## src/rtl/sr_wp_pkg.sv

```systemverilog
package sr_wp_pkg;

    typedef enum logic [1:0] {
        ST_IDLE        = 2'd0,
        ST_ARRAY_PROG  = 2'd1,
        ST_STATUS_PROG = 2'd2
    } prog_state_e;

    localparam int STAT_W     = 8;
    localparam int LOCK_BIT   = 7;
    localparam int GUARD_HI   = 3;
    localparam int GUARD_LO   = 2;
    localparam int LATCH_BIT  = 1;
    localparam int BUSY_BIT   = 0;

    // bits that a status write may change
    localparam logic [STAT_W-1:0] NV_MASK =
        (STAT_W'(1) << LOCK_BIT) | (STAT_W'(1) << GUARD_HI) | (STAT_W'(1) << GUARD_LO);

endpackage

```

## src/rtl/sr_wp_guard.sv

```systemverilog
module sr_wp_guard #(
    parameter int ADDR_W = 13
) (
    input  logic [1:0]        guard_i,
    input  logic [ADDR_W-1:0] addr_i,
    output logic              blocked_o
);
    localparam int TOP = ADDR_W - 1;

    logic upper_half;
    logic upper_quarter;

    generate
        if (ADDR_W >= 2) begin : g_wide
            assign upper_half    = addr_i[TOP];
            assign upper_quarter = addr_i[TOP] & addr_i[TOP-1];
        end else begin : g_narrow
            assign upper_half    = addr_i[TOP];
            assign upper_quarter = addr_i[TOP];
        end
    endgenerate

    always_comb begin
        unique case (guard_i)
            2'b00:   blocked_o = 1'b0;
            2'b01:   blocked_o = upper_quarter;
            2'b10:   blocked_o = upper_half;
            default: blocked_o = 1'b1;
        endcase
    end
endmodule

```

## src/rtl/sr_wp_seq.sv

```systemverilog
module sr_wp_seq
    import sr_wp_pkg::*;
(
    input  logic clk,
    input  logic rst_n,
    input  logic arr_go_i,
    input  logic stat_go_i,
    input  logic done_i,
    output logic busy_o,
    output logic finish_o,
    output logic stat_finish_o
);
    prog_state_e state_q;
    prog_state_e state_d;

    always_comb begin
        state_d = state_q;
        unique case (state_q)
            ST_IDLE: begin
                if (arr_go_i)       state_d = ST_ARRAY_PROG;
                else if (stat_go_i) state_d = ST_STATUS_PROG;
            end
            ST_ARRAY_PROG: begin
                if (done_i) state_d = ST_IDLE;
            end
            ST_STATUS_PROG: begin
                if (done_i) state_d = ST_IDLE;
            end
            default: state_d = ST_IDLE;
        endcase
    end

    always_ff @(posedge clk or negedge rst_n) begin
        if (!rst_n) state_q <= ST_IDLE;
        else        state_q <= state_d;
    end

    always_comb begin
        busy_o        = 1'b0;
        finish_o      = 1'b0;
        stat_finish_o = 1'b0;
        unique case (state_q)
            ST_IDLE: begin
                busy_o = 1'b0;
            end
            ST_ARRAY_PROG: begin
                busy_o   = 1'b1;
                finish_o = done_i;
            end
            ST_STATUS_PROG: begin
                busy_o        = 1'b1;
                finish_o      = done_i;
                stat_finish_o = done_i;
            end
            default: busy_o = 1'b0;
        endcase
    end
endmodule

```

## src/rtl/sr_wp_regs.sv

```systemverilog
module sr_wp_regs
    import sr_wp_pkg::*;
(
    input  logic              clk,
    input  logic              rst_n,
    input  logic              set_i,
    input  logic              clr_i,
    input  logic              finish_i,
    input  logic              stat_go_i,
    input  logic              stat_finish_i,
    input  logic [STAT_W-1:0] data_i,
    output logic              latch_o,
    output logic [STAT_W-1:0] nv_o
);
    logic [STAT_W-1:0] pend_q;
    logic [STAT_W-1:0] nv_q;
    logic              latch_q;

    // write-enable latch: completion beats clear beats set
    always_ff @(posedge clk or negedge rst_n) begin
        if (!rst_n)        latch_q <= 1'b0;
        else if (finish_i) latch_q <= 1'b0;
        else if (clr_i)    latch_q <= 1'b0;
        else if (set_i)    latch_q <= 1'b1;
    end

    // captured data waits for the end of the program interval
    always_ff @(posedge clk or negedge rst_n) begin
        if (!rst_n)         pend_q <= '0;
        else if (stat_go_i) pend_q <= data_i & NV_MASK;
    end

    always_ff @(posedge clk or negedge rst_n) begin
        if (!rst_n)             nv_q <= '0;
        else if (stat_finish_i) nv_q <= pend_q;
    end

    assign latch_o = latch_q;
    assign nv_o    = nv_q;
endmodule

```

## src/rtl/sr_wp_unit.sv

```systemverilog
module sr_wp_unit
    import sr_wp_pkg::*;
#(
    parameter int ADDR_W = 13
) (
    input  logic              clk,
    input  logic              rst_n,
    input  logic              en_set_i,
    input  logic              en_clr_i,
    input  logic              stat_wr_i,
    input  logic [7:0]        stat_data_i,
    input  logic              lock_pin_n_i,
    input  logic [ADDR_W-1:0] wr_addr_i,
    input  logic              arr_wr_i,
    input  logic              cycle_done_i,
    output logic [7:0]        status_o,
    output logic              arr_permit_o,
    output logic              stat_permit_o
);
    logic              busy;
    logic              finish;
    logic              stat_finish;
    logic              latch;
    logic [STAT_W-1:0] nv;
    logic              blocked;
    logic              hw_lock;
    logic              arr_go;
    logic              stat_go;

    sr_wp_guard #(.ADDR_W(ADDR_W)) i_guard (
        .guard_i   (nv[GUARD_HI:GUARD_LO]),
        .addr_i    (wr_addr_i),
        .blocked_o (blocked)
    );

    assign hw_lock       = nv[LOCK_BIT] & ~lock_pin_n_i;
    assign arr_permit_o  = latch & ~busy & ~blocked;
    assign stat_permit_o = latch & ~busy & ~hw_lock;
    assign arr_go        = arr_wr_i & arr_permit_o;
    assign stat_go       = stat_wr_i & stat_permit_o & ~arr_wr_i;

    sr_wp_seq i_seq (
        .clk           (clk),
        .rst_n         (rst_n),
        .arr_go_i      (arr_go),
        .stat_go_i     (stat_go),
        .done_i        (cycle_done_i),
        .busy_o        (busy),
        .finish_o      (finish),
        .stat_finish_o (stat_finish)
    );

    sr_wp_regs i_regs (
        .clk           (clk),
        .rst_n         (rst_n),
        .set_i         (en_set_i),
        .clr_i         (en_clr_i),
        .finish_i      (finish),
        .stat_go_i     (stat_go),
        .stat_finish_i (stat_finish),
        .data_i        (stat_data_i),
        .latch_o       (latch),
        .nv_o          (nv)
    );

    assign status_o = nv | {{(STAT_W-2){1'b0}}, latch, busy};
endmodule

```

## config.mk

```make
export PLATFORM = sky130hd
export DESIGN_NAME = sr_wp_unit
export DESIGN_NICKNAME = d
export VERILOG_FILES = /design/src/rtl/sr_wp_pkg.sv /design/src/rtl/sr_wp_guard.sv /design/src/rtl/sr_wp_seq.sv /design/src/rtl/sr_wp_regs.sv /design/src/rtl/sr_wp_unit.sv
export SDC_FILE = /design/constraint.sdc
export NUM_CORES = 1
export LEC_CHECK = 0
export ABC_AREA = 1
export CAP_MARGIN = 25
export CORE_UTILIZATION = 35
export DETAILED_ROUTE_END_ITERATION = 10
export PLACE_DENSITY = 0.83
export SLEW_MARGIN = 20
export SYNTH_ARGS = -nofsm -noshare
export SYNTH_HDL_FRONTEND = slang
export SYNTH_SLANG_ARGS = --single-unit
```

## constraint.sdc

```tcl
create_clock -name clk -period 2.7 [get_ports clk]
set_input_delay 0.81 -clock clk [delete_from_list [all_inputs] [get_ports clk]]
set_output_delay 0.81 -clock clk [all_outputs]
set_load 0.01 [all_outputs]
```

---- Yosys cells after proc, flatten, opt, wreduce, memory -nomap -nowiden ----
Cells that the tools add are included.
word-level totals
  output and inout bits ................... 10
  flip-flop bits (word level) ............. 9
  input port bits ......................... 29
  word-level logic and storage cells ...... 40
operators by class
  bitwise operators ....................... 14
  muxes and demuxes ....................... 11
  reduce and logical (&&, ||, !) cells .... 5
  eq/ne operators ......................... 6
operators with widths
  cell                                                                     number
  1-bit AND                                                                8
  8-bit by 2-bit bitwise OR with 8-bit output                              1
  1-bit 2-to-1 mux                                                         6
  2-bit 2-to-1 mux                                                         3
  1-bit inverter                                                           5
  2-bit by 1-bit equality test with 1-bit output, second input constant    2
  2-bit equality test, second input constant                               2
  2-bit zero test                                                          2
  2-bit case mux with 2 select lines                                       1
  3-bit by 2-bit inequality test with 1-bit output, second input constant  1
  1-bit case mux with 3 select lines                                       1
  3-bit nonzero test                                                       1
  2-bit by 1-bit inequality test with 1-bit output, second input constant  1
  2-bit AND reduction                                                      1
  2-bit OR reduction                                                       1

---- Logic depth before layout (Yosys ltp) ----
Gate-level depths: netlist of run 1.
  depth in word-level cells ............... 11
  mapped depth ............................ 7
  mapped depth without buffers ............ 7

---- Hierarchy ----
Synthesis of run 1 repeated with hierarchy kept, for this count alone.
second synthesis, totals
  cell total of the unflattened synthesis .. 80
  area total of the unflattened synthesis .. 568.0 um2
by module, submodules not included
  module       seq. area each (um2)  cells each  area an instance (um2)  instances
  sr_wp_regs   175.2                 38          310.3                   1
  sr_wp_seq    50.0                  24          176.4                   1
  sr_wp_unit   0.0                   15          67.6                    1
  sr_wp_guard  0.0                   3           13.8                    1

---- Worst setup path after synthesis of run 1 ----
Ideal clock, no wire load.
  kind .................................... reg-to-output
  start point ............................. register i_seq.state_q[0]
  end point ............................... output arr_permit_o
  required time ........................... 1890 ps
  slack ................................... 735 ps
  arrival time ............................ 1155 ps
  cell stages (with the launch flop) ...... 6
  buffers on the path ..................... 0
  cell sequence ........................... dfrtp_1 -> inv_1 -> ha_1 -> nor2_4 -> inv_1 -> a21oi_1
between the ends
  cells in the longest elaborated chain, start to end .. 6
  elaborated cells between the ends (all ways) .. 7
  those cells by class .................... 2 x eq/ne; 1 x mux; 3 x bitwise; 1 x reduce/logical
RTL lines
  element                                                                                line              RTL
  start: declaration                                                                     sr_wp_seq.sv:13   prog_state_e state_q;
  start signal: assignment                                                               sr_wp_seq.sv:35   else state_q <= state_d;
  2-bit by 1-bit equality test with 1-bit output or 2-bit equality test (tied branches)  sr_wp_seq.sv:42   unique case (state_q)
  2-bit OR reduction (no source line) (*)                                                n/a
  1-bit 2-to-1 mux (*)                                                                   sr_wp_seq.sv:42
  named net busy                                                                         sr_wp_unit.sv:20  logic busy;
  1-bit inverter (*)                                                                     sr_wp_unit.sv:37  assign arr_permit_o = latch & ~busy & ~blocked;
  1-bit AND (*) (2 in series)                                                            sr_wp_unit.sv:37
  end: declaration                                                                       sr_wp_unit.sv:17  output logic arr_permit_o,
Mark *: on every way through the listed nets, which the timed path passes. The rest lies on a longest branch.

---- Worst setup path in the final report of run 1 ----
  start point ............................. input wr_addr_i[12]
  end point ............................... output arr_permit_o
between the ends
  cells in the longest elaborated chain, start to end .. 4
RTL lines
  element                                 line               RTL
  start: declaration                      sr_wp_unit.sv:13   input logic [ADDR_W-1:0] wr_addr_i,
  1-bit AND                               sr_wp_guard.sv:16  assign upper_quarter = addr_i[TOP] & addr_i[TOP-1];
  1-bit case mux with 3 select lines (*)  sr_wp_guard.sv:24  unique case (guard_i)
  1-bit inverter (*)                      sr_wp_unit.sv:37
  1-bit AND (*)                           sr_wp_unit.sv:37
Mark *: on every way between the ends. The rest lies on a longest branch, timed or not.

==> results of run 1 <==
flip-flops by register name, indices dropped and copies added (netlist names):
signal          flops
i_regs.pend_q       3
i_regs.latch_o      1
i_regs.nv_o         3
i_seq.state_q       2
per-layer routing:
metal / vias up / global-route usage [%] / share of wire (%)
li1: 229 / - / -
met1: 191 / 15.5 / 42
met2: 15 / 23.4 / 54
met3: 0 / 3.33 / 4.0
met4: 0 / 7.50 / 0
met5: - / 0 / 0
cell usage after synthesis:
library cell,n
sky130_fd_sc_hd__inv_1,13
sky130_fd_sc_hd__nand2_1,13
sky130_fd_sc_hd__dfrtp_1,9
sky130_fd_sc_hd__a21oi_1,7
sky130_fd_sc_hd__buf_4,5
sky130_fd_sc_hd__nor2_1,4
sky130_fd_sc_hd__o21ai_0,3
sky130_fd_sc_hd__ha_1,2
sky130_fd_sc_hd__a211oi_1,1
sky130_fd_sc_hd__a21oi_2,1
sky130_fd_sc_hd__conb_1,1
sky130_fd_sc_hd__nand2_2,1
sky130_fd_sc_hd__nand3_1,1
sky130_fd_sc_hd__nand4_4,1
sky130_fd_sc_hd__nor2_4,1
power groups by stage:
stage / Sequential (W) / Clock, W / Combinational (W)
final: 0.000231 / 0.000102 / 0.000371
after global routing: 0.000236 / 0.000115 / 0.000417
after floorplan: 0.000236 / 0 / 0.000225
after CTS: 0.000231 / 0.000108 / 0.000375
after global placement: 0.000228 / 0 / 0.000366
after detailed placement: 0.000233 / 0 / 0.000382
worst max-delay path by stage:
stage / start / to / depth (start not counted)
after floorplan: i_seq.state_q[0]$_DFFE_PN0P_ / arr_permit_o / 5
after global placement: wr_addr_i[12] / arr_permit_o / 5
after detailed placement: wr_addr_i[12] / arr_permit_o / 5
after CTS: wr_addr_i[12] / arr_permit_o / 5
after global routing: wr_addr_i[12] / arr_permit_o / 5
final: wr_addr_i[12] / arr_permit_o / 5
worst min-delay path: stages (launching register included):
cell                      delay [ns]
sky130_fd_sc_hd__dfrtp_1        0.34
sky130_fd_sc_hd__nand2_1        0.05
sky130_fd_sc_hd__o21ai_0        0.06
repair_timing:
item | CTS | global route
setup endpoints to repair | 2 | 0
hold endpoints to repair | 0 | 0
resized for setup | 2 | 0
cell usage in the layout (no fill, tap or decap):
| cell | netlist | layout |
|---|---|---|
| sky130_fd_sc_hd__clkdlybuf4s50_1 | 0 | 17 |
| sky130_fd_sc_hd__a211oi_1 | 1 | 1 |
| sky130_fd_sc_hd__clkbuf_1 | 0 | 1 |
| sky130_fd_sc_hd__conb_1 | 1 | 3 |
| sky130_fd_sc_hd__nand2_2 | 1 | 1 |
| sky130_fd_sc_hd__dlygate4sd2_1 | 0 | 2 |
| sky130_fd_sc_hd__inv_1 | 13 | 13 |
| sky130_fd_sc_hd__nor2_4 | 1 | 1 |
| sky130_fd_sc_hd__buf_4 | 5 | 3 |
| sky130_fd_sc_hd__a21oi_1 | 7 | 7 |
| sky130_fd_sc_hd__ha_1 | 2 | 2 |
| sky130_fd_sc_hd__nand2_1 | 13 | 13 |
| sky130_fd_sc_hd__nand3_1 | 1 | 1 |
| sky130_fd_sc_hd__clkbuf_4 | 0 | 3 |
| sky130_fd_sc_hd__a21oi_2 | 1 | 1 |
| sky130_fd_sc_hd__dfrtp_1 | 9 | 9 |
| sky130_fd_sc_hd__o21ai_0 | 3 | 3 |
| sky130_fd_sc_hd__nand4_4 | 1 | 1 |
| sky130_fd_sc_hd__nor2_1 | 4 | 4 |
cells by family (layout without fill, tap and decap cells):
| group | count (synthesis) | after routing | share of synthesized area, % |
|---|---|---|---|
| buffers and inverters | 18 | 39 | 16.8 |
| adder cells (fa/ha/maj) | 2 | 2 | 4.87 |
| AO/OA/AOI/OAI | 12 | 12 | 12.9 |
| flip-flops | 9 | 9 | 43.8 |
| other | 1 | 3 | 0.729 |
| AND/OR/NAND/NOR | 21 | 21 | 20.9 |
area by class of cell:
| type | count | area share (%) |
|---|---|---|
| Tap cell | 15 | 2.54 |
| Clock buffer | 4 | 3.55 |
| Timing Repair Buffer | 22 | 28.4 |
| Sequential cell | 9 | 30.5 |
| Inverter | 13 | 6.60 |
| Multi-Input combinational cell | 38 | 28.4 |
per-stage QoR:
stage / instances / setup slack (ns) / total power [W]
after detailed placement: 97 / -0.153 / 0.000616
final: 101 / 0.123 / 0.000705
after global placement: 97 / -0.137 / 0.000594
after CTS: 101 / 0.115 / 0.000714
after floorplan: 65 / 0.735 / 0.000461
after global routing: 101 / 0.0620 / 0.000768
==> results summary, run 1 <==
The highest net fanout along the worst path came out at 2. The fraction of synthesized cell area taken by the top area cell type is 43.8%. The root buffer cell chosen for the clock tree is sky130_fd_sc_hd__clkbuf_4. Routability-driven placement finished with a final weighted congestion of 0.652.

The number of max-slew violations in the final report came out at 0. Setup repair after global routing left no endpoint under its margin. The internal reg-to-reg setup slack is 1.28 ns. The I/O pin count came out at 39.

The number of antenna diodes in the final layout is 0. The buffer levels on the longest clock path is 2. The worst hold path cell count came out at 2. The H-tree depth reported by CTS came out at 1.

The capture instance of the worst register-to-register path is i_seq.state_q[1]$_DFFE_PN0P_. The number of filler cells placed in the layout is 127. The clock network power share came out at 14.5%. The worst setup path is launched from an input port. The die height is 40.3 microns. The sequential standard cell area is 225 sq um. The global-route wire length before repair is 1410 microns. The net count of the finished layout is 118. The power density normalized to cell area is 953 nW/um^2. On the worst path, the slowest cell contributes a delay of 0.42 ns. The clock arrives with 0.00653 ns of skew. The DRC marker count from the first detailed-route iteration came out at 16.

The path category of the worst min-delay check is reg2reg. The arrival time reported for the critical path endpoint is 1.77 ns. The number of buffers added for setup after CTS came out at 0. The count of endpoints failing hold in the final timing report came out at 0. The number of synthesized register bits came out at 9. Among all stages on the critical path, the largest delay is contributed by sky130_fd_sc_hd__clkdlybuf4s50_1.

The number of DRC violations after detailed routing came out at 0. The cell accounting for the most synthesized area is sky130_fd_sc_hd__dfrtp_1. The core outline area is 1330 sq um.

In this run switching power makes up 38.4% of total power. Grouping stages by cell kind, the critical path spends the most delay in buffers and inverters. The number of antenna-violating nets in the routed design is 0. The reg-to-reg critical path startpoint is i_seq.state_q[1]$_DFFE_PN0P_. The count of vias placed by the detailed router is 435.

Summed over all cells, the static leakage comes to 0.374 nW. The post-layout utilization of the core came out at 55.4%. The run finished with clean final reports. The worst setup path is captured at an output pin. The total half-perimeter wirelength after legalization and detailed placement came out at 854 microns. The area used by multi-input combinational logic is 210 sq um.

Ranked by total cell area, the synthesized netlist is headed by sky130_fd_sc_hd__dfrtp_1 44%, sky130_fd_sc_hd__inv_1 9.5%, sky130_fd_sc_hd__nand2_1 9.5%, sky130_fd_sc_hd__buf_4 7.3%, sky130_fd_sc_hd__a21oi_1 6.8%. The number of distinct library cells after synthesis came out at 15. Counting both buffers and inverters, the worst setup path holds a total of 2.

By instance count, the cell type seen most on the critical path is sky130_fd_sc_hd__nand2_1. The critical path data required time is 1.89 ns. The startpoint identified for the worst hold timing path is i_regs.pend_q[2]$_DFFE_PN0P_. The highest attainable clock frequency came out at 388 MHz. The count of cells along the worst register-to-register path came out at 7. On the final layout, the worst hold slack is 0.488 ns. Traced cell by cell, the critical path runs through clkdlybuf4s50_1, nand2_1, nand2_1, a21oi_1, dlygate4sd2_1. The area of the die came out at 1630 sq um. The standard cell area after detailed placement came out at 716 sq um. The count of buffers inserted at the top-level ports is 19. In this run, CTS created clock tree buffers numbering 3. The via count of the first global-routing pass is 354. The clock latency on the worst-skew pair came out at 0.26 ns. The row count came out at 13. The post-route cell area is 739 sq um. The hold-critical path endpoint is i_regs.pend_q[2]$_DFFE_PN0P_. The gate count of the mapped netlist is 63.

The total length of routed wires is 1010 microns. The clock transition at the registers of the reported paths came out at 0.06 ns. The routed via count divided by cell count came out at 4.31.

The internal portion of the total power is 0.000435 W. Registers are responsible for 32.8% of the overall power. The count of TritonRoute iterations in the first routing pass is 4. The worst supply voltage drop on vdd came out at 0.378 mV. For this configuration, the core starts out at a cell density of 38.6%. After layout, the worst path uses 95.5% of the clock period. The synthesized area per cell is 8.16 sq um. CTS saw 9 sinks. The die is 40.3 microns wide.

For this run, the number of Yosys warnings is 0. Setup violations remaining at the end of the flow were counted as 0. Of the synthesized area, sequential elements account for 43.8%. The CTS tree is built. After global routing the overflow that remains totals 0. The proportion of layout cells with a drive suffix above 1 came out at 11.6%.

From synthesis to final layout, the design area changed by 43.8%. The post-synthesis instance area came out at 514 sq um. The largest net degree at the start of global routing is 10. The switching component of the power is 0.000270 W. The quantity of hold-fixing buffers added after cts is 0. The initial antenna violation count is 0. In the global route stage, overall resource usage came out at 13.7%. Across the run, the number of max-cap violations was 0. The setup TNS after final layout came out at 0 ns. The worst setup path is of the in2out kind. The combinational share of power is 52.7%. The average wire per cell in the routed design is 10.0 microns.

The smallest clock period supported by the final layout is computed as 2.58 ns.
No activity file was read; power rests on OpenSTA's default activity.
==> run 2: changes to the inputs <==
ABC_AREA = default   (was 1)
CORE_UTILIZATION = 34   (was 35)
PLACE_DENSITY = 0.82   (was 0.83)
SKIP_CTS_REPAIR_TIMING = 1   (was default)
==> run 2 against run 1 <==
Effect of this change: highest routed layer is now met4; wire length decreased by 8.7%; critical endpoint unchanged; cell count decreased by 19%; sequential power about the same; sequential share of layout area decreased by 0.051 points; fmax increased by 0.56%; clock-buffer cell count unchanged; die area increased by 0.89%; critical path type unchanged; clock power about the same; clock skew decreased by 0.0036 ns; area after synthesis decreased by 1.9%.
==> results summary, run 2 <==
The floorplan step set the die height to 40.5 microns. The number of antenna-violating nets in the routed design came out at 0. The number of antenna diodes in the final layout is 0.

The highest attainable clock frequency is 390 MHz. The DRC marker count from the first detailed-route iteration came out at 2. Summing over every cut layer, the via total after detailed routing is 393. The count of flip-flops with a built-in enable after synthesis came out at 0. The starting density of the core is 37.8%. On the critical path, the stage with the largest delay is an instance of sky130_fd_sc_hd__clkdlybuf4s50_1.

The leakage dissipation is 0.354 nW. Along the worst path, the maximum fanout reaches 2. The final cell count without fillers is 82. The power density normalized to cell area came out at 900 nW/um^2. The proportion of layout cells with a drive suffix above 1 is 23.9%. The worst supply voltage drop on vdd is 0.520 mV.

The start-to-end type of the worst setup path is in2out. The routability-driven placement congestion ratio came out at 0.654. The final layout contains 99 nets. The largest family of logic cells by synthesized area is simple AND/OR/NAND/NOR gates.

The worst setup path is launched from an input port. The worst setup path is captured at an output pin. The library cells used most frequently in the layout, excluding fill and tap cells, are 17 x sky130_fd_sc_hd__clkdlybuf4s50_1, 9 x sky130_fd_sc_hd__dfrtp_1, 6 x sky130_fd_sc_hd__mux2_2. The count of TritonRoute iterations in the first routing pass is 2.

The Yosys step of the flow raised 0 warnings. The global-route usage over all layers is 14.6%. The first global-routing pass estimated 1460 microns of wire.

The floorplan has 13 rows. Sorting the synthesized cells by area gives the leading types as sky130_fd_sc_hd__dfrtp_1 45%, sky130_fd_sc_hd__mux2_2 13%, sky130_fd_sc_hd__buf_4 7.4%, sky130_fd_sc_hd__ha_1 5.0%, sky130_fd_sc_hd__nor4_4 4.2%. The cell count after placement is 78. By count the netlist is led by 9 x sky130_fd_sc_hd__dfrtp_1, 6 x sky130_fd_sc_hd__mux2_2, 5 x sky130_fd_sc_hd__buf_4, 4 x sky130_fd_sc_hd__inv_1, 3 x sky130_fd_sc_hd__nor2_1. The layout has 124 filler cells. Setup violations remaining at the end of the flow were counted as 0.

The clock net in this run drives a total of 9 sinks. Leaving out fill and tap cells, the most frequent cell in the layout is sky130_fd_sc_hd__clkdlybuf4s50_1. The number of DRC violations after detailed routing came out at 0.

The portion of the post-synthesis area used by sequential elements came out at 44.7%. The global routing stage identified its most utilized layer as met2. The arithmetic-cell share of the synthesized area counting full adders, half adders and majority gates came out at 4.96%. In this run the count of I/O pins placed on the die edge is 39.

The routed via count divided by cell count came out at 4.79. The top flip-flop cell by instance count after synthesis is sky130_fd_sc_hd__dfrtp_1. The proportion of synthesized area in mux cells is 13.4%. Global routing consumed, on the met1 layer, 15.6% of the routing resources.

The met2 track demand over resource in global routing is 23.8%. The number of max-slew violations in the final report came out at 0. Counting the buffers created by CTS gives 3.

The fraction of synthesis flops using an asynchronous set or reset pin came out at 100%. The sum of overflow across all layers after global routing is 0. The synthesized netlist devotes 11.2% of its cell area to compound gates. The number of distinct library cells after synthesis is 18. The arrival time reported for the critical path endpoint came out at 1.75 ns. In the post-synthesis netlist, the cell with the most instances is sky130_fd_sc_hd__dfrtp_1. The count of endpoints failing hold in the final timing report came out at 0.

The gate count of the mapped netlist is 44. The area of the die is 1640 sq um. TritonCTS built the clock tree.

Traced cell by cell, the critical path runs through clkdlybuf4s50_1, a21oi_2, o211a_1, dlymetal6s2s_1. The later pin in the worst-skew pair is clocked with a latency of 0.25 ns. In this run the tool buffered the top-level ports with 19 buffer cells.

The synthesized area per cell came out at 11.5 sq um. The width of the chip came out at 40.5 microns. In the final routed layout, each cell accounts on average for 11.3 microns. The buffer levels on the longest clock path came out at 2. Summed over all layers, the routed wires come to 923 microns. The H-tree depth reported by CTS came out at 1.

The core outline area came out at 1330 sq um. The synthesized-area fraction occupied by xor and xnor cells came out at 0%. The tool flagged a number of max-cap violations equal to 0.

The delay of the slowest cell on the worst path is 0.49 ns. Global routing used 3.33% of the available met3 tracks. Counting I/O delays and the setup requirement, the final critical path takes 2.56 ns. In this run the worst hold path is classified as reg2reg.

The largest net degree at the start of global routing came out at 10. Dividing the final minimum period by the clock period gives 94.9%. For the worst setup path, the data required time is 1.89 ns. The number of synthesized register bits is 9.

The initial antenna violation count is 0. The via count of the first global-routing pass came out at 372. The fraction of synthesized cell area taken by the top area cell type came out at 44.7%. Between clock sinks in the finished design, the worst skew comes to 0.00289 ns. Clock tree synthesis selected as its root buffer the cell sky130_fd_sc_hd__clkbuf_4. The post-synthesis instance area came out at 504 sq um. The setup TNS after final layout is 0 ns. After clock tree synthesis, the clock-pin slew on the worst setup and hold paths is 0.06 ns. The area added between synthesis and finish came out at 46.9%. The cell accounting for the most synthesized area is sky130_fd_sc_hd__dfrtp_1. Setup repair after global routing left no endpoint under its margin.

The flow ran to the end, and the final reports show no timing, DRC or antenna violations. The share of synthesized cell area in and, or, nand and nor gates is 14.6%.
-- run 2: cell count changes after synthesis, moves of 2 or more --
cell	delta
sky130_fd_sc_hd__nor2b_1	+2
sky130_fd_sc_hd__a21oi_1	-5
sky130_fd_sc_hd__inv_1	-9
sky130_fd_sc_hd__mux2_2	+6
sky130_fd_sc_hd__nand2_1	-11
sky130_fd_sc_hd__o21ai_0	-3
-- run 2: worst max-delay path, delay by kind of cell --
kind                   cells  cell delay (ns)
buffers and inverters      2             0.66
AOI/OAI and AO/OA          2             0.28
-- run 2: cell families (layout without fill, tap and decap cells) --
| group | after synthesis | after routing |
|---|---|---|
| other | 1 | 3 |
| adders and majority gates | 2 | 2 |
| and+or+nand+nor | 10 | 10 |
| DFF | 9 | 9 |
| buffers and inverters | 9 | 30 |
| AOI/OAI and AO/OA | 7 | 7 |
| muxes | 6 | 6 |
-- run 2: final cells by class --
class                   count  area, sq um  share of cell area (%)
clock buffers               4         26.3                    3.55
inverters                   4         15.0                    2.03
multi-input cells          28          238                    32.1
flip-flops and latches      9          225                    30.4
well taps                  15         18.8                    2.53
repair buffers             22          218                    29.4
-- run 2: worst paths after layout --
check / startpoint / end / slack, ns / cells after the start
worst min-delay path: i_regs.pend_q[7]$_DFFE_PN0P_ / i_regs.pend_q[7]$_DFFE_PN0P_ / 0.50 / 1
worst min register to register: i_regs.pend_q[7]$_DFFE_PN0P_ / i_regs.pend_q[7]$_DFFE_PN0P_ / 0.50 / 1
worst max-delay path: wr_addr_i[12] / arr_permit_o / 0.14 / 4
min in group asynchronous: rst_n / i_regs.pend_q[3]$_DFFE_PN0P_ / 0.83 / 1
max in group asynchronous: rst_n / i_regs.latch_o$_DFFE_PN0P_ / 1.60 / 1
worst max register to register: i_seq.state_q[0]$_DFFE_PN0P_ / i_regs.pend_q[7]$_DFFE_PN0P_ / 0.94 / 5
-- run 2: metal layers --
metal  up-vias  wire, microns
met5         -              0
met1       179            378
met4         0             28
li1        193              -
met2        17            456
met3         4             60
-- run 2: where the power goes --
group	total [W]	switching (W)	leakage (nW)	internal (W)
logic	0.000334	0.000131	0.225	0.000204
clock network	0.000100	0.0000437	0.0150	0.0000567
registers	0.000232	0.0000386	0.113	0.000194
total	0.000667	0.000213	0.354	0.000454
-- run 2: stage by stage --
stage	hold WS (ns)	utilization, %	power (W)	setup WS [ns]	instance area [sq um]
CTS	0.506	54.9	0.000677	-0.228	732
detailed placement	0.493	52.9	0.000573	-0.226	706
floorplan	0.477	-	0.000428	0.724	512
finish	0.504	55.5	0.000667	0.137	741
global placement	0.488	52.9	0.000559	-0.190	706
global route	0.514	55.5	0.000717	0.0883	741
